## src/rtl/ctx_stack_pkg.sv

```systemverilog
package ctx_stack_pkg;

  localparam int FRAME_LEN = 9;
  localparam int IDX_W     = 4;
  localparam logic [IDX_W-1:0] LAST_SLOT = IDX_W'(FRAME_LEN - 1);

  typedef enum logic [1:0] {
    SQ_IDLE = 2'd0,
    SQ_PUSH = 2'd1,
    SQ_PULL = 2'd2,
    SQ_DONE = 2'd3
  } seq_state_e;

  typedef struct packed {
    logic [15:0] ret_pc;
    logic [15:0] idx_y;
    logic [15:0] idx_x;
    logic [7:0]  acc_a;
    logic [7:0]  acc_b;
    logic [7:0]  ccr;
  } cpu_ctx_t;

  // Byte stored by the push with the given slot number (0 is pushed first).
  function automatic logic [7:0] frame_byte(cpu_ctx_t c, logic [IDX_W-1:0] slot);
    logic [7:0] b;
    case (slot)
      4'd0:    b = c.ret_pc[7:0];
      4'd1:    b = c.ret_pc[15:8];
      4'd2:    b = c.idx_y[7:0];
      4'd3:    b = c.idx_y[15:8];
      4'd4:    b = c.idx_x[7:0];
      4'd5:    b = c.idx_x[15:8];
      4'd6:    b = c.acc_a;
      4'd7:    b = c.acc_b;
      default: b = c.ccr;
    endcase
    return b;
  endfunction

  // Place a pulled byte back into the field that owns the given push slot.
  function automatic cpu_ctx_t frame_merge(cpu_ctx_t c, logic [IDX_W-1:0] slot,
                                           logic [7:0] d);
    cpu_ctx_t r;
    r = c;
    case (slot)
      4'd0:    r.ret_pc[7:0]  = d;
      4'd1:    r.ret_pc[15:8] = d;
      4'd2:    r.idx_y[7:0]   = d;
      4'd3:    r.idx_y[15:8]  = d;
      4'd4:    r.idx_x[7:0]   = d;
      4'd5:    r.idx_x[15:8]  = d;
      4'd6:    r.acc_a        = d;
      4'd7:    r.acc_b        = d;
      default: r.ccr          = d;
    endcase
    return r;
  endfunction

  // The n-th pull reads the byte of the push slot counted from the top.
  function automatic logic [IDX_W-1:0] pull_slot(logic [IDX_W-1:0] n);
    return LAST_SLOT - n;
  endfunction

  // Condition codes handed to the core when an entry completes.
  function automatic logic [7:0] entry_mask(logic [7:0] ccr, logic nmi,
                                            int i_pos, int x_pos);
    logic [7:0] m;
    m = ccr;
    m[i_pos] = 1'b1;
    if (nmi) m[x_pos] = 1'b1;
    return m;
  endfunction

endpackage

```

## src/rtl/ctx_req_gate.sv

```systemverilog
module ctx_req_gate (
  input  logic clk,
  input  logic rst_n,
  input  logic entry_req,
  input  logic entry_nmi,
  input  logic ret_req,
  input  logic insn_boundary,
  input  logic seq_idle,
  output logic start_entry,
  output logic start_nmi,
  output logic start_ret
);
  logic pend_q, pend_nmi_q;
  logic entry_seen;

  assign entry_seen  = pend_q | entry_req;
  assign start_entry = seq_idle & insn_boundary & entry_seen;
  assign start_nmi   = pend_nmi_q | (entry_req & entry_nmi);
  // An entry, waiting or new, takes precedence over a return.
  assign start_ret   = seq_idle & ret_req & ~entry_seen;

  always_ff @(posedge clk or negedge rst_n) begin
    if (!rst_n) begin
      pend_q     <= 1'b0;
      pend_nmi_q <= 1'b0;
    end else if (start_entry) begin
      pend_q     <= 1'b0;
      pend_nmi_q <= 1'b0;
    end else if (entry_req) begin
      pend_q     <= 1'b1;
      pend_nmi_q <= pend_nmi_q | entry_nmi;
    end
  end

  // a request that could not start is still waiting one clock later
  a_r9_request_kept: assert property (@(posedge clk) disable iff (!rst_n)
    (entry_req && !start_entry) |=> pend_q);

endmodule

```

## src/rtl/ctx_seq_ctrl.sv

```systemverilog
module ctx_seq_ctrl
  import ctx_stack_pkg::*;
(
  input  logic             clk,
  input  logic             rst_n,
  input  logic             start_entry,
  input  logic             start_ret,
  output seq_state_e       state,
  output logic [IDX_W-1:0] xfer_idx,
  output logic             push_act,
  output logic             pull_act,
  output logic             fin,
  output logic             fin_entry
);
  localparam logic [IDX_W:0] FULL_CNT = (IDX_W+1)'(FRAME_LEN);

  seq_state_e       state_q;
  logic [IDX_W-1:0] idx_q;
  logic             kind_entry_q;
  logic             last_xfer;

  assign last_xfer = (idx_q == LAST_SLOT);

  always_ff @(posedge clk or negedge rst_n) begin
    if (!rst_n) begin
      state_q      <= SQ_IDLE;
      idx_q        <= '0;
      kind_entry_q <= 1'b0;
    end else begin
      case (state_q)
        SQ_IDLE: begin
          idx_q <= '0;
          if (start_entry) begin
            state_q      <= SQ_PUSH;
            kind_entry_q <= 1'b1;
          end else if (start_ret) begin
            state_q      <= SQ_PULL;
            kind_entry_q <= 1'b0;
          end
        end
        SQ_PUSH, SQ_PULL: begin
          idx_q <= idx_q + 1'b1;
          if (last_xfer) state_q <= SQ_DONE;
        end
        default: state_q <= SQ_IDLE;
      endcase
    end
  end

  assign state     = state_q;
  assign xfer_idx  = idx_q;
  assign push_act  = (state_q == SQ_PUSH);
  assign pull_act  = (state_q == SQ_PULL);
  assign fin       = (state_q == SQ_DONE);
  assign fin_entry = fin & kind_entry_q;

  // Independent transfer counter used only by the assertion below.
  logic [IDX_W:0] chk_cnt;
  always_ff @(posedge clk or negedge rst_n) begin
    if (!rst_n)                  chk_cnt <= '0;
    else if (state_q == SQ_IDLE) chk_cnt <= '0;
    else if (push_act | pull_act) chk_cnt <= chk_cnt + 1'b1;
  end

  // every sequence moves exactly nine bytes before completing
  a_r3_nine_xfers: assert property (@(posedge clk) disable iff (!rst_n)
    fin |-> (chk_cnt == FULL_CNT));

endmodule

```

## src/rtl/ctx_sp_unit.sv

```systemverilog
module ctx_sp_unit #(
  parameter int ADDR_W = 16,
  parameter logic [ADDR_W-1:0] SP_INIT = 16'h3C80
) (
  input  logic              clk,
  input  logic              rst_n,
  input  logic              sp_load,
  input  logic [ADDR_W-1:0] sp_load_val,
  input  logic              seq_idle,
  input  logic              dec,
  input  logic              inc,
  output logic [ADDR_W-1:0] sp,
  output logic [ADDR_W-1:0] push_addr
);
  localparam logic [ADDR_W-1:0] ONE = ADDR_W'(1);

  logic [ADDR_W-1:0] sp_q;

  always_ff @(posedge clk or negedge rst_n) begin
    if (!rst_n)                   sp_q <= SP_INIT;
    else if (dec)                 sp_q <= sp_q - ONE;
    else if (inc)                 sp_q <= sp_q + ONE;
    else if (sp_load && seq_idle) sp_q <= sp_load_val;
  end

  assign sp        = sp_q;
  assign push_addr = sp_q - ONE;  // pre-decrement address of the next push

endmodule

```

## src/rtl/ctx_frame.sv

```systemverilog
module ctx_frame
  import ctx_stack_pkg::*;
(
  input  logic             clk,
  input  logic             rst_n,
  input  logic             start_entry,
  input  cpu_ctx_t         live_ctx,
  input  logic             pull_act,
  input  logic [IDX_W-1:0] xfer_idx,
  input  logic [7:0]       rdata,
  output cpu_ctx_t         frame,
  output logic [7:0]       push_data
);
  cpu_ctx_t frame_q;

  always_ff @(posedge clk or negedge rst_n) begin
    if (!rst_n)           frame_q <= '0;
    else if (start_entry) frame_q <= live_ctx;
    else if (pull_act)    frame_q <= frame_merge(frame_q, pull_slot(xfer_idx), rdata);
  end

  assign frame     = frame_q;
  assign push_data = frame_byte(frame_q, xfer_idx);

endmodule

```

## src/rtl/ctx_stack_seq.sv

```systemverilog
module ctx_stack_seq
  import ctx_stack_pkg::*;
#(
  parameter int ADDR_W = 16,
  parameter logic [ADDR_W-1:0] SP_INIT = 16'h3C80,
  parameter int I_POS = 4,
  parameter int X_POS = 6
) (
  input  logic              clk,
  input  logic              rst_n,
  input  logic              insn_boundary,
  input  logic              entry_req,
  input  logic              entry_nmi,
  input  logic              ret_req,
  input  logic [15:0]       cur_pc,
  input  logic [15:0]       cur_y,
  input  logic [15:0]       cur_x,
  input  logic [7:0]        cur_a,
  input  logic [7:0]        cur_b,
  input  logic [7:0]        cur_ccr,
  input  logic              sp_load,
  input  logic [ADDR_W-1:0] sp_load_val,
  output logic [ADDR_W-1:0] sp,
  output logic [ADDR_W-1:0] mem_addr,
  output logic              mem_we,
  output logic              mem_re,
  output logic [7:0]        mem_wdata,
  input  logic [7:0]        mem_rdata,
  output logic              busy,
  output logic              done,
  output logic              vec_req,
  output logic              ccr_load,
  output logic [7:0]        ccr_out,
  output logic              ctx_load,
  output logic [15:0]       out_pc,
  output logic [15:0]       out_y,
  output logic [15:0]       out_x,
  output logic [7:0]        out_a,
  output logic [7:0]        out_b
);
  localparam logic [ADDR_W-1:0] ONE = ADDR_W'(1);

  // Named internal events
  logic             seq_idle;
  logic             start_entry, start_nmi, start_ret;
  seq_state_e       state;
  logic [IDX_W-1:0] xfer_idx;
  logic             push_act, pull_act, fin, fin_entry;
  logic [ADDR_W-1:0] push_addr;
  cpu_ctx_t         live_ctx, frame;
  logic [7:0]       push_data;
  logic             nmi_q;

  assign seq_idle = (state == SQ_IDLE);

  assign live_ctx = '{ret_pc: cur_pc, idx_y: cur_y, idx_x: cur_x,
                      acc_a: cur_a, acc_b: cur_b, ccr: cur_ccr};

  ctx_req_gate u_gate (
    .clk(clk), .rst_n(rst_n), .entry_req(entry_req), .entry_nmi(entry_nmi),
    .ret_req(ret_req), .insn_boundary(insn_boundary), .seq_idle(seq_idle),
    .start_entry(start_entry), .start_nmi(start_nmi), .start_ret(start_ret)
  );

  ctx_seq_ctrl u_ctrl (
    .clk(clk), .rst_n(rst_n), .start_entry(start_entry), .start_ret(start_ret),
    .state(state), .xfer_idx(xfer_idx), .push_act(push_act), .pull_act(pull_act),
    .fin(fin), .fin_entry(fin_entry)
  );

  ctx_sp_unit #(.ADDR_W(ADDR_W), .SP_INIT(SP_INIT)) u_sp (
    .clk(clk), .rst_n(rst_n), .sp_load(sp_load), .sp_load_val(sp_load_val),
    .seq_idle(seq_idle), .dec(push_act), .inc(pull_act),
    .sp(sp), .push_addr(push_addr)
  );

  ctx_frame u_frame (
    .clk(clk), .rst_n(rst_n), .start_entry(start_entry), .live_ctx(live_ctx),
    .pull_act(pull_act), .xfer_idx(xfer_idx), .rdata(mem_rdata),
    .frame(frame), .push_data(push_data)
  );

  always_ff @(posedge clk or negedge rst_n) begin
    if (!rst_n)           nmi_q <= 1'b0;
    else if (start_entry) nmi_q <= start_nmi;
  end

  assign mem_we    = push_act;
  assign mem_re    = pull_act;
  assign mem_addr  = push_act ? push_addr : sp;
  assign mem_wdata = push_data;

  assign busy     = ~seq_idle;
  assign done     = fin;
  assign vec_req  = fin_entry;
  assign ctx_load = fin & ~fin_entry;
  assign ccr_load = fin;
  assign ccr_out  = fin_entry ? entry_mask(frame.ccr, nmi_q, I_POS, X_POS) : frame.ccr;

  assign out_pc = frame.ret_pc;
  assign out_y  = frame.idx_y;
  assign out_x  = frame.idx_x;
  assign out_a  = frame.acc_a;
  assign out_b  = frame.acc_b;

  // never a read and a write in the same clock
  a_r11_one_xfer: assert property (@(posedge clk) disable iff (!rst_n)
    $onehot0({mem_we, mem_re}));

  // consecutive pushes walk down one address at a time
  a_r3_push_step: assert property (@(posedge clk) disable iff (!rst_n)
    (mem_we && $past(mem_we)) |-> (mem_addr == $past(mem_addr) - ONE));

  // consecutive pulls walk up one address at a time
  a_r7_pull_step: assert property (@(posedge clk) disable iff (!rst_n)
    (mem_re && $past(mem_re)) |-> (mem_addr == $past(mem_addr) + ONE));

  // a write burst only begins after a clock with the boundary flag
  a_r2_boundary_start: assert property (@(posedge clk) disable iff (!rst_n)
    $rose(mem_we) |-> $past(insn_boundary));

  // an entry always hands back a maskable-blocked condition code
  a_r5_mask_set: assert property (@(posedge clk) disable iff (!rst_n)
    vec_req |-> ccr_out[I_POS]);

  // a non-maskable entry also blocks the non-maskable line
  a_r6_nmi_mask: assert property (@(posedge clk) disable iff (!rst_n)
    (vec_req && nmi_q) |-> ccr_out[X_POS]);

  // each completion is exactly one of entry or return
  a_r8_done_kind: assert property (@(posedge clk) disable iff (!rst_n)
    done |-> (vec_req ^ ctx_load));

  // the pointer moves only for a transfer or an idle load
  a_r12_sp_quiet: assert property (@(posedge clk) disable iff (!rst_n)
    (!mem_we && !mem_re && !(sp_load && !busy)) |=> (sp == $past(sp)));

endmodule

```

## config.mk

```make
export PLATFORM = sky130hd
export DESIGN_NAME = ctx_stack_seq
export DESIGN_NICKNAME = d
export VERILOG_FILES = /design/src/rtl/ctx_stack_pkg.sv /design/src/rtl/ctx_req_gate.sv /design/src/rtl/ctx_seq_ctrl.sv /design/src/rtl/ctx_sp_unit.sv /design/src/rtl/ctx_frame.sv /design/src/rtl/ctx_stack_seq.sv
export SDC_FILE = /design/constraint.sdc
export NUM_CORES = 1
export LEC_CHECK = 0
export ABC_AREA = 1
export ABC_CLOCK_PERIOD_IN_PS = 3810
export BUFFER_PORTS_ARGS = -buffer_cell sky130_fd_sc_hd__buf_2
export CAP_MARGIN = 40
export CORE_UTILIZATION = 38
export CTS_CLUSTER_SIZE = 12
export DETAILED_ROUTE_END_ITERATION = 12
export PLACE_DENSITY = 0.71
export SLEW_MARGIN = 20
export SYNTH_ARGS = -nofsm -noshare
export SYNTH_HDL_FRONTEND = slang
export SYNTH_SLANG_ARGS = --single-unit
```

## constraint.sdc

```tcl
create_clock -name clk -period 3.81 [get_ports clk]
set_input_delay 0.762 -clock clk [delete_from_list [all_inputs] [get_ports clk]]
set_output_delay 0.762 -clock clk [all_outputs]
set_load 0.02 [all_outputs]
```

; Word level (Yosys, flattened, before mapping)
; Index checks and enable logic that the tools add are counted.
[op_classes]
n_addsub = 4
multipliers = 0
div = 0
magnitude_cmp = 0
n_eq_ne = 21
shifts = 0
muxes = 29
n_bitwise = 13
reduce_logical = 30
[op_table]
columns = op, count
row1 = $mux 72, 2
row2 = $mux 8, 9
row3 = $mux 16, 4
row4 = $pmux 8 s8, 1
row5 = $eq 4x3->1 const B, 8
row6 = $reduce_bool 2->1, 12
row7 = $reduce_and 2->1, 11
row8 = $add 16x1->16 const B, 1
row9 = $eq 4x2->1 const B, 4
row10 = $sub 16x1->16 const B, 1
row11 = $eq 4x1->1 const B, 2
row12 = $logic_not 4->1, 2
row13 = $pmux 4 s2, 1
row14 = $reduce_or 8->1, 1
row15 = $and 1x1->1, 7
row16 = $mux 1, 7
row17 = $mux 7, 1
row18 = $mux 2, 3
row19 = $add 4x1->4 const B, 1
row20 = $eq 2x2->1 const B, 2
row21 = $eq 4x4->1 const B, 1
row22 = $ne 2x1->1 const B, 2
row23 = $pmux 2 s2, 1
row24 = $sub 4x4->4 const A, 1
row25 = other kinds (8), 12
[totals]
regBits = 98
latchBits = 0
mem_bits_rw = 0
rom_bits = 0
out_inout_bits = 119
wordCells = 113
n_memories = 0

; Longest topological paths before layout
; Gate-level depths: netlist of run 1.
[logic_depth]
word_depth = 6
depth_mapped = 14

; Modules after synthesis
; Synthesis of run 1 repeated with hierarchy kept, for this count alone.
[hier_totals]
hier_cells = 961
area_unflattened_um2 = 6595.1
[by_module_without_submodules]
columns = mod, n_inst, cells_each, area_each_um2, seq_area_each_um2
row1 = ctx_frame, 1, 534, 3975.1, 1801.7
row2 = ctx_sp_unit, 1, 292, 1755.4, 406.6
row3 = ctx_seq_ctrl, 1, 58, 445.4, 175.2
row4 = ctx_stack_seq, 1, 66, 324.1, 25.0
row5 = ctx_req_gate, 1, 11, 95.1, 50.0

; Worst setup path after synthesis of run 1
; Ideal clock, no wire load.
[synth_path]
path_type = register -> output
start = reg u_ctrl.state_q[1] (netlist: u_ctrl.state[1])
end = out mem_addr[3]
t_arrival_ns = 1.763
path_slack_ns = 1.285
path_stages_with_launch = 8
n_path_buf = 2
path_cell_list = dfrtp_1 > inv_1 > ha_1 > clkbuf_1 > clkbuf_1 > o21ai_0 > a21oi_1 > o21bai_1
[synth_between]
elab_chain_cells = 2
[synth_lines]
columns = element, line_no
row1 = from (decl), ctx_seq_ctrl.sv:17  ; seq_state_e state_q;
row2 = from (signal assigned), ctx_seq_ctrl.sv:26  ; state_q <= SQ_IDLE;
row3 = from (signal assigned), ctx_seq_ctrl.sv:34  ; state_q <= SQ_PUSH;
row4 = from (signal assigned), ctx_seq_ctrl.sv:37  ; state_q <= SQ_PULL;
row5 = $eq 2x1->1, ctx_seq_ctrl.sv:52  ; assign push_act = (state_q == SQ_PUSH);
row6 = named net mem_we, ctx_stack_seq.sv:25  ; output logic mem_we,
row7 = $mux 16, ctx_stack_seq.sv:90  ; assign mem_addr = push_act ? push_addr : sp;
row8 = to (decl), ctx_stack_seq.sv:24  ; output logic [ADDR_W-1:0] mem_addr,
; The timed path passes the listed nets, and every way through them passes these cells.

; Worst setup path in the final report of run 1
[layout_path]
start = reg u_ctrl.idx_q[1] (netlist: u_ctrl.xfer_idx[1])
end = out mem_wdata[2]
[layout_between]
elab_chain_cells = 2
[layout_lines]
columns = element, line_no
row1 = from (decl), ctx_seq_ctrl.sv:18  ; logic [IDX_W-1:0] idx_q;
row2 = from (signal assigned), ctx_seq_ctrl.sv:42  ; idx_q <= idx_q + 1'b1;
row3 = $eq 4x3->1 (tied with other cells), ctx_stack_pkg.sv:26  ; case (slot)
row4 = $pmux 8 s8 *, ctx_stack_pkg.sv:26
row5 = to (decl), ctx_stack_seq.sv:27  ; output logic [7:0] mem_wdata,
; Mark *: on every way between the ends. The rest lies on a longest branch, timed or not.

==> flow_summary.toml, run 1 <==
[sta]
slew_headroom_pct = 48.5
worst_hold_slack_ns = 0.362
timing.setup.tns_ns = 0
period_share_pct = 87.1
hold_viol_final = 0
fmax_ghz = 0.301
tightest_slew_ns = 0.771
drv_slew = 0
clock-skew-final_ns = 0.00999
rsz0062_at_grt = "no"
finalSetupViolCount = 0
layout_min_cycle_time_ns = 3.32

[final_layout]
num-fill-cells = 1862
area_delta_synth_final_pct = 15.3
drive_gt1_share_pct = 26.7
regArea_um2 = 2460
multiInputGateArea_um2 = 3410
n_antenna_cell = 0
layout_commonest_cell = "nand2_1"
final_cell_mix = "nand2_1 (333), buf_2 (220), dfrtp_1 (93)"
stdcell_count = 1337
fin_nets = 1224

[synthesis]
syn_nets = 1084
ys_types = 46
synth_area_um2 = 6900
synth_edf_count = 0
syn_area_per_cell_um2 = 7.13
ys_async_sr_fraction_pct = 100
ys_warn_count = 0
ys_ff_latch = 98
synth_ff_type = "dfrtp_1"
syn_inst = 967
ys_seq_area_share_pct = 35.6

[clocking]
hold_buffers = 0
post_cts_resize_count = 0
clk_latency_ns = 0.36
clkTransAtPathRegs_ns = 0.08
clock_path_buffers = 2
cts_htree_levels = 3
numClockSinks = 98
cts_root_buf = "clkbuf_16"
cts_buffers = 9
post_cts_buffers = 0
cts_tree = "built"

[power_and_ir_drop]
power.switching_mw = 4.47
intPower_mw = 3.62
p_comb_share_pct = 61.2
power_density_nw_per_um2 = 1020
clockPowerShare_pct = 11.6
seq_power_share_pct = 27.3
leakage_nw = 4.12
ir_worst_vdd_v = 0.000443
swShare_pct = 55.3

[grt]
grt_pass1_vias = 6246
antenna_found_initial = 0
grt_max_degree = 51
grt_first_pass_wirelength_um = 35000
grt_use_total_pct = 25.4
overflow = 0

[detailed_routing]
ant_nets = 0
drt_wl_total_um = 23600
drc_errors = 0
drt_iter0_markers = 535
wl_per_cell_um = 17.7
num_vias = 7048
drtPass1Iterations = 5
viasPerCell = 5.27

[die]
rows = 48
fp.dieW_um = 137
start_util_pct = 39.3
die-area_um2 = 18700
die_h_um = 137
io_pins = 222
fp.coreArea_um2 = 17500

[critical_path]
critPathLaunchType = "flop"
timing.rr.end = "u_sp.sp[3]$_DFFE_PN0P_"
critPathCaptureType = "output port"
cp.arrival_ns = 2.55
rr_worst_depth = 7
reg2reg_setup_slack_ns = 1.33
rr_startpoint = "u_ctrl.state[0]$_DFFE_PN0P_"
critPathKind = "reg -> out"
cp_max_fo = 10
cp.required_ns = 3.05

[place]
portBuffers = 221
dp_hpwl_um = 18300
routabilityCongestion = 0.942
dp.cells = 1321

[status]
outcome = "completed"

[job]
maxCapViolCount = 0

[min_path]
hp-class = "in -> async"
==> kinds of logic after synthesis <==
kind of cell	synth area share, %
simple gates	32.9
buf+inv	14.9
compound gates	13.3
flops	35.6
fa+ha+maj	2.54
xor+xnor	0.635
==> cell type report <==
cell class,instances,area share [%]
multi-input combinational,682,42.9
sequential,98,30.9
timing repair buffer,228,14.8
inverter,88,4.22
tap,225,3.54
clock buffer,10,3.00
clock inverter,6,0.724
==> synth_stat cells, types with 4 or more instances <==
library cell | count | area share [%]
clkbuf_1 | 7 | 0.38
o211ai_1 | 12 | 1.3
nor2_2 | 8 | 0.73
a22oi_1 | 18 | 2.0
a21oi_1 | 12 | 0.87
buf_6 | 4 | 0.65
xor2_1 | 5 | 0.63
dfrtp_1 | 93 | 34
nand4_1 | 4 | 0.36
nand2_1 | 333 | 18
ha_1 | 14 | 2.5
nor3_1 | 13 | 0.94
nand3_1 | 78 | 5.7
nor2_4 | 6 | 0.98
o2111ai_1 | 8 | 1.0
buf_4 | 74 | 8.1
buf_2 | 12 | 0.87
nor2_1 | 59 | 3.2
inv_2 | 6 | 0.33
o21ai_0 | 60 | 4.4
nand2_4 | 5 | 0.82
o21ai_2 | 4 | 0.51
inv_1 | 81 | 4.4
dfstp_2 | 5 | 1.9
a31oi_1 | 7 | 0.63
nand2_2 | 6 | 0.54
==> worst max-delay path, cell delays in order (launching register included) <==
cell	delay, ns
dfrtp_1	0.44
inv_1	0.21
ha_1	0.44
inv_2	0.09
nor2_1	0.45
nand2_1	0.09
o2111ai_1	0.12
nor3_1	0.09
nand3_1	0.10
buf_2	0.17
==> per-stage QoR <==
stage,setup WS [ns],util (%),power (mW),instance area (µm²)
after global placement,0.910,43.6,7.07,7650
after global routing,0.297,45.4,8.72,7950
after floorplan,1.28,-,5.96,6900
final,0.493,45.4,8.09,7950
after detailed placement,0.882,43.7,7.16,7660
after CTS,0.479,45.4,8.10,7950
==> power groups by stage <==
stage | clock, mW | combinational (mW) | sequential (mW)
after floorplan | 0 | 3.91 | 2.05
after global placement | 0 | 4.85 | 2.21
after detailed placement | 0 | 4.95 | 2.21
after CTS | 0.947 | 4.96 | 2.19
after global routing | 0.986 | 5.48 | 2.26
final | 0.935 | 4.95 | 2.21
==> worst max path at each step <==
stage | depth (start not counted) | start | end
final | 9 | u_ctrl.xfer_idx[1]$_DFFE_PN0P_ | mem_wdata[2]
after floorplan | 7 | u_ctrl.state[1]$_DFFE_PN0P_ | mem_addr[3]
after global placement | 9 | u_ctrl.xfer_idx[0]$_DFFE_PN0P_ | mem_wdata[7]
after detailed placement | 9 | u_ctrl.xfer_idx[1]$_DFFE_PN0P_ | mem_wdata[2]
after global routing | 9 | u_ctrl.xfer_idx[1]$_DFFE_PN0P_ | mem_wdata[2]
after CTS | 9 | u_ctrl.xfer_idx[1]$_DFFE_PN0P_ | mem_wdata[2]
==> flip-flops by register name, summed over array words and instances, names as in the netlist <==
| name | count |
|---|---|
| u_gate.pend_q | 1 |
| u_ctrl.xfer_idx | 4 |
| u_sp.sp | 16 |
| nmi_q | 1 |
| u_gate.pend_nmi_q | 1 |
| u_ctrl.state | 2 |
| u_frame.frame | 72 |
| u_ctrl.kind_entry_q | 1 |
==> routing by layer <==
layer	up-vias	GRT usage [%]	routed length, µm
met3	43	5.15	1960
met4	0	10.2	725
li1	3362	-	-
met2	359	41.8	11300
met1	3284	32.3	9650
met5	-	0	0
(Power assumes the default switching activity.)
==> run 2, diff against run 1 <==
--- a/config.mk
+++ b/config.mk
@@ -13,5 +13,5 @@
 export CTS_CLUSTER_SIZE = 12
 export DETAILED_ROUTE_END_ITERATION = 12
-export PLACE_DENSITY = 0.71
+export PLACE_DENSITY_LB_ADDON = 0.3
 export SLEW_MARGIN = 20
 export SYNTH_ARGS = -nofsm -noshare
==> constraint.sdc (replaced) <==
create_clock -name clk -period 3.81 [get_ports clk]
set_input_delay 0.9525 -clock clk [delete_from_list [all_inputs] [get_ports clk]]
set_output_delay 0.9525 -clock clk [all_outputs]
set_load 0.02 [all_outputs]
==> flow_summary.toml, run 2 (synthesized netlist as in run 1, its figures left out) <==
[sta]
clock-skew-final_ns = 0.00759
layout_min_cycle_time_ns = 3.60
fmax_ghz = 0.278
worst_slack_ns = 0.208
timing.setup.tns_ns = 0
finalSetupViolCount = 0
worst_hold_slack_ns = 0.504
rsz0062_at_grt = "no"
slew_headroom_pct = 43.2
period_share_pct = 94.5
drv_slew = 0
tightest_slew_ns = 0.848
hold_viol_final = 0

[critical_path]
crit_chain = "inv_1 -> ha_1 -> inv_2 -> nor2_1 -> nand2_1 -> o2111ai_1 -> nor2_1 -> nand2_1 -> buf_2"
crit_buf_inv = 3
crit_slowest_cell = "dfrtp_1"
cp_max_fo = 10
rr_worst_depth = 9
path_delay_family = "simple AND/OR/NAND/NOR gates"
critPathKind = "reg -> out"
cp.arrival_ns = 2.65
critPathLaunchType = "flop"
crit_cells = 9
cp.required_ns = 2.86
critPathCaptureType = "output port"
slowest_delay_ns = 0.47

[clocking]
clock_path_buffers = 2
hold_buffers = 0
clk_latency_ns = 0.36
numClockSinks = 98
post_cts_resize_count = 0
cts_tree = "built"
cts_htree_levels = 3
cts_buffers = 9
post_cts_buffers = 0
clkTransAtPathRegs_ns = 0.07
cts_root_buf = "clkbuf_16"

[grt]
grt_first_pass_wirelength_um = 35100
grt_use_total_pct = 25.2
grt_max_degree = 99
grt_pass1_vias = 6290
overflow = 0
antenna_found_initial = 0

[detailed_routing]
drc_errors = 0
drt_iter0_markers = 565
wl_per_cell_um = 17.4
drtPass1Iterations = 5
drt_wl_total_um = 23300
num_vias = 6980
viasPerCell = 5.21
ant_nets = 0

[final_layout]
final_cell_mix = "nand2_1 (333), buf_2 (220), dfrtp_1 (93)"
largest_register_ffs = 72
stdcell_area_um2 = 7990
stdcell_count = 1340
num-fill-cells = 1846
drive_gt1_share_pct = 26.9
layout_commonest_cell = "nand2_1"
n_antenna_cell = 0
area_delta_synth_final_pct = 15.8
fin_nets = 1227

[power_and_ir_drop]
power_density_nw_per_um2 = 1020
leakage_nw = 4.14
ir_worst_vdd_v = 0.000498

[min_path]
hp-class = "reg -> reg"
min_path_cells = 2

[job]
maxCapViolCount = 0

[die]
start_util_pct = 39.3
die_h_um = 137
fp.dieW_um = 137
die-area_um2 = 18700
io_pins = 222
rows = 48
fp.coreArea_um2 = 17500

[place]
portBuffers = 221
placed_area_um2 = 7680
post-place-ws_ns = 0.669
dp.cells = 1324
routabilityCongestion = 0.925
dp_hpwl_um = 18100

[status]
outcome = "completed"
==> run 2: changes by cell type in the layout (fill, tap and decap cells not counted) <==
cell	before	now
clkinv_8	0	2
clkinv_4	3	2
buf_4	7	10
clkbuf_8	1	0
==> run 2: power breakdown <==
group / internal (mW) / switching (mW) / total (mW)
combinational: 1.56 / 3.42 / 4.98
clock: 0.469 / 0.466 / 0.935
sequential: 1.59 / 0.624 / 2.22
total: 3.62 / 4.51 / 8.13
==> run 2: stage by stage <==
step | total power [mW] | utilization, %
after floorplan | 5.96 | -
after global placement | 7.13 | 43.8
after detailed placement | 7.16 | 43.8
after CTS | 8.13 | 45.5
after global routing | 8.76 | 45.5
final | 8.13 | 45.5
==> run 2: layer usage <==
metal  track usage [%]  share of wire, %  vias to the layer above
met3              5.59               9.0                       31
met5                 0                 0                        -
met1              36.7                47                     3247
li1                  -                 -                     3369
met4              6.91               1.7                        0
met2              37.0                43                      333
==> run 2: worst paths after layout <==
path                       slack [ns]                             to                           start
max                              0.21                   mem_wdata[0]  u_ctrl.xfer_idx[0]$_DFFE_PN0P_
min                              0.50              nmi_q$_DFFE_PN0P_               nmi_q$_DFFE_PN0P_
max reg2reg                      1.26  u_frame.frame[33]$_DFFE_PN0P_  u_ctrl.xfer_idx[0]$_DFFE_PN0P_
min reg2reg                      0.50              nmi_q$_DFFE_PN0P_               nmi_q$_DFFE_PN0P_
max in group asynchronous        2.72              nmi_q$_DFFE_PN0P_                           rst_n
min in group asynchronous        0.64  u_frame.frame[69]$_DFFE_PN0P_                           rst_n
==> run 2: layout make-up <==
class                           count  area, µm²  area share (%)
Inverter                           88        335            4.20
Clock inverter                      7       81.3            1.02
Tap cell                          225        282            3.52
Sequential cell                    98       2460            30.8
Multi-Input combinational cell    682       3410            42.7
Clock buffer                        9        225            2.82
Timing Repair Buffer              231       1200            15.0
==> run 2: worst register-to-register path, delay by kind of cell, from the launching register on <==
| family | cells | cell delay, ns |
|---|---|---|
| flip-flops | 1 | 0.47 |
| adder cells (fa/ha/maj) | 1 | 0.44 |
| AO/OA/AOI/OAI | 2 | 0.80 |
| buffers and inverters | 3 | 0.43 |
| AND/OR/NAND/NOR | 3 | 0.27 |
==> run 3, diff against run 2 <==
Settings changed: PLACE_DENSITY set to 0.6, PLACE_DENSITY_LB_ADDON 0.3 to unset.
==> flow_summary.toml, run 3 (synthesized netlist as in run 1, its figures left out) <==
[status]
outcome = "completed"

[critical_path]
cp.arrival_ns = 2.61
cp_max_fo = 10
rr_startpoint = "u_ctrl.state[0]$_DFFE_PN0P_"
critPathLaunchType = "flop"
cp.required_ns = 2.86
rr_worst_depth = 11
crit_path_start = "u_ctrl.xfer_idx[0]$_DFFE_PN0P_"
critPathKind = "reg -> out"
critPathCaptureType = "output port"

[final_layout]
stdcell_area_um2 = 7950
drive_gt1_share_pct = 26.8
fin_nets = 1227
largest_register_ffs = 72
area_delta_synth_final_pct = 15.3
stdcell_count = 1340
multiInputGateArea_um2 = 3410
final_cell_mix = "nand2_1 (333), buf_2 (220), dfrtp_1 (93)"
layout_commonest_cell = "nand2_1"
num-fill-cells = 1857
fin_util_pct = 45.3
n_antenna_cell = 0
regArea_um2 = 2460

[detailed_routing]
drt_iter0_markers = 539
wl_per_cell_um = 18.2
drt_wl_total_um = 24300
ant_nets = 0
viasPerCell = 5.20
drtPass1Iterations = 5
num_vias = 6967
drc_errors = 0

[die]
fp.coreArea_um2 = 17500
die-area_um2 = 18700
start_util_pct = 39.3
rows = 48
io_pins = 222
die_h_um = 137
fp.dieW_um = 137

[clocking]
cts_tree = "built"
hold_buffers = 0
cts_buffers = 9
clkTransAtPathRegs_ns = 0.07
cts_root_buf = "clkbuf_16"
numClockSinks = 98
clock_path_buffers = 2
post_cts_buffers = 0
post_cts_resize_count = 0
cts_htree_levels = 3
clk_latency_ns = 0.36

[power_and_ir_drop]
seq_power_share_pct = 27.3
swShare_pct = 55.6
power_density_nw_per_um2 = 1020
clockPowerShare_pct = 10.9
p_comb_share_pct = 61.8
ir_worst_vdd_v = 0.000559
leakage_nw = 4.12
power.switching_mw = 4.50
power_mw = 8.09
intPower_mw = 3.60

[grt]
grt_use_total_pct = 26.4
grt_max_degree = 54
antenna_found_initial = 0
grt_first_pass_wirelength_um = 36400
overflow = 0
grt_pass1_vias = 6273

[place]
dp.cells = 1324
placed_area_um2 = 7680
dp_hpwl_um = 18900
portBuffers = 221
routabilityCongestion = 0.962

[sta]
period_share_pct = 93.6
drv_slew = 0
rsz0062_at_grt = "no"
layout_min_cycle_time_ns = 3.57
finalSetupViolCount = 0
timing.setup.tns_ns = 0
slew_headroom_pct = 53.4
hold_viol_final = 0
fmax_ghz = 0.280
clock-skew-final_ns = 0.00681
tightest_slew_ns = 0.696

[min_path]
min_path_cells = 2
hp-class = "reg -> reg"
min-delay-start = "nmi_q$_DFFE_PN0P_"

[job]
maxCapViolCount = 0
## run 3: through the flow
step / hold slack [ns] / setup WS [ns]
final: 0.499 / 0.244
after global routing: 0.528 / 0.0572
after CTS: 0.505 / 0.265
after detailed placement: 0.489 / 0.659
after global placement: 0.481 / 0.701
after floorplan: 0.453 / 1.09
## run 3: power by group through the flow
| stage | clock [mW] | sequential, mW | combinational, mW |
|---|---|---|---|
| after floorplan | 0 | 2.05 | 3.91 |
| after global placement | 0 | 2.22 | 4.96 |
| after detailed placement | 0 | 2.21 | 4.99 |
| after CTS | 0.887 | 2.20 | 5.01 |
| after global routing | 0.922 | 2.26 | 5.53 |
| final | 0.879 | 2.21 | 5.00 |
## run 3: final timing paths
kind                                            endpoint  slack, ns
max                                         mem_wdata[7]       0.24
min                                    nmi_q$_DFFE_PN0P_       0.50
max reg2reg                u_frame.frame[60]$_DFFE_PN0P_       1.25
min reg2reg                            nmi_q$_DFFE_PN0P_       0.50
max in group asynchronous        u_sp.sp[10]$_DFFE_PN1P_       2.43
min in group asynchronous  u_frame.frame[67]$_DFFE_PN0P_       0.62
## run 3: critical path, cell delays in order (launching register included)
cell and delay (ns):
dfrtp_1 0.46, inv_1 0.21, ha_1 0.42, inv_2 0.09
nor2_1 0.46, nand2_1 0.11, o2111ai_1 0.11, nor3_1 0.08
nand3_1 0.12, buf_2 0.19
## run 3: per-layer routing
| metal | vias up | routed length [µm] | track usage [%] |
|---|---|---|---|
| li1 | 3377 | - | - |
| met1 | 3261 | 11100 | 37.7 |
| met2 | 304 | 11000 | 41.1 |
| met3 | 25 | 1770 | 3.89 |
| met4 | 0 | 408 | 7.78 |
| met5 | - | 0 | 0 |
## run 3: cell type report
| cell class | count | area share (%) |
|---|---|---|
| multi-input cells | 682 | 42.9 |
| flip-flops and latches | 98 | 30.9 |
| repair buffers | 231 | 15.0 |
| inverters | 88 | 4.22 |
| well taps | 225 | 3.54 |
| clock buffers | 10 | 2.88 |
| clock inverters | 6 | 0.535 |
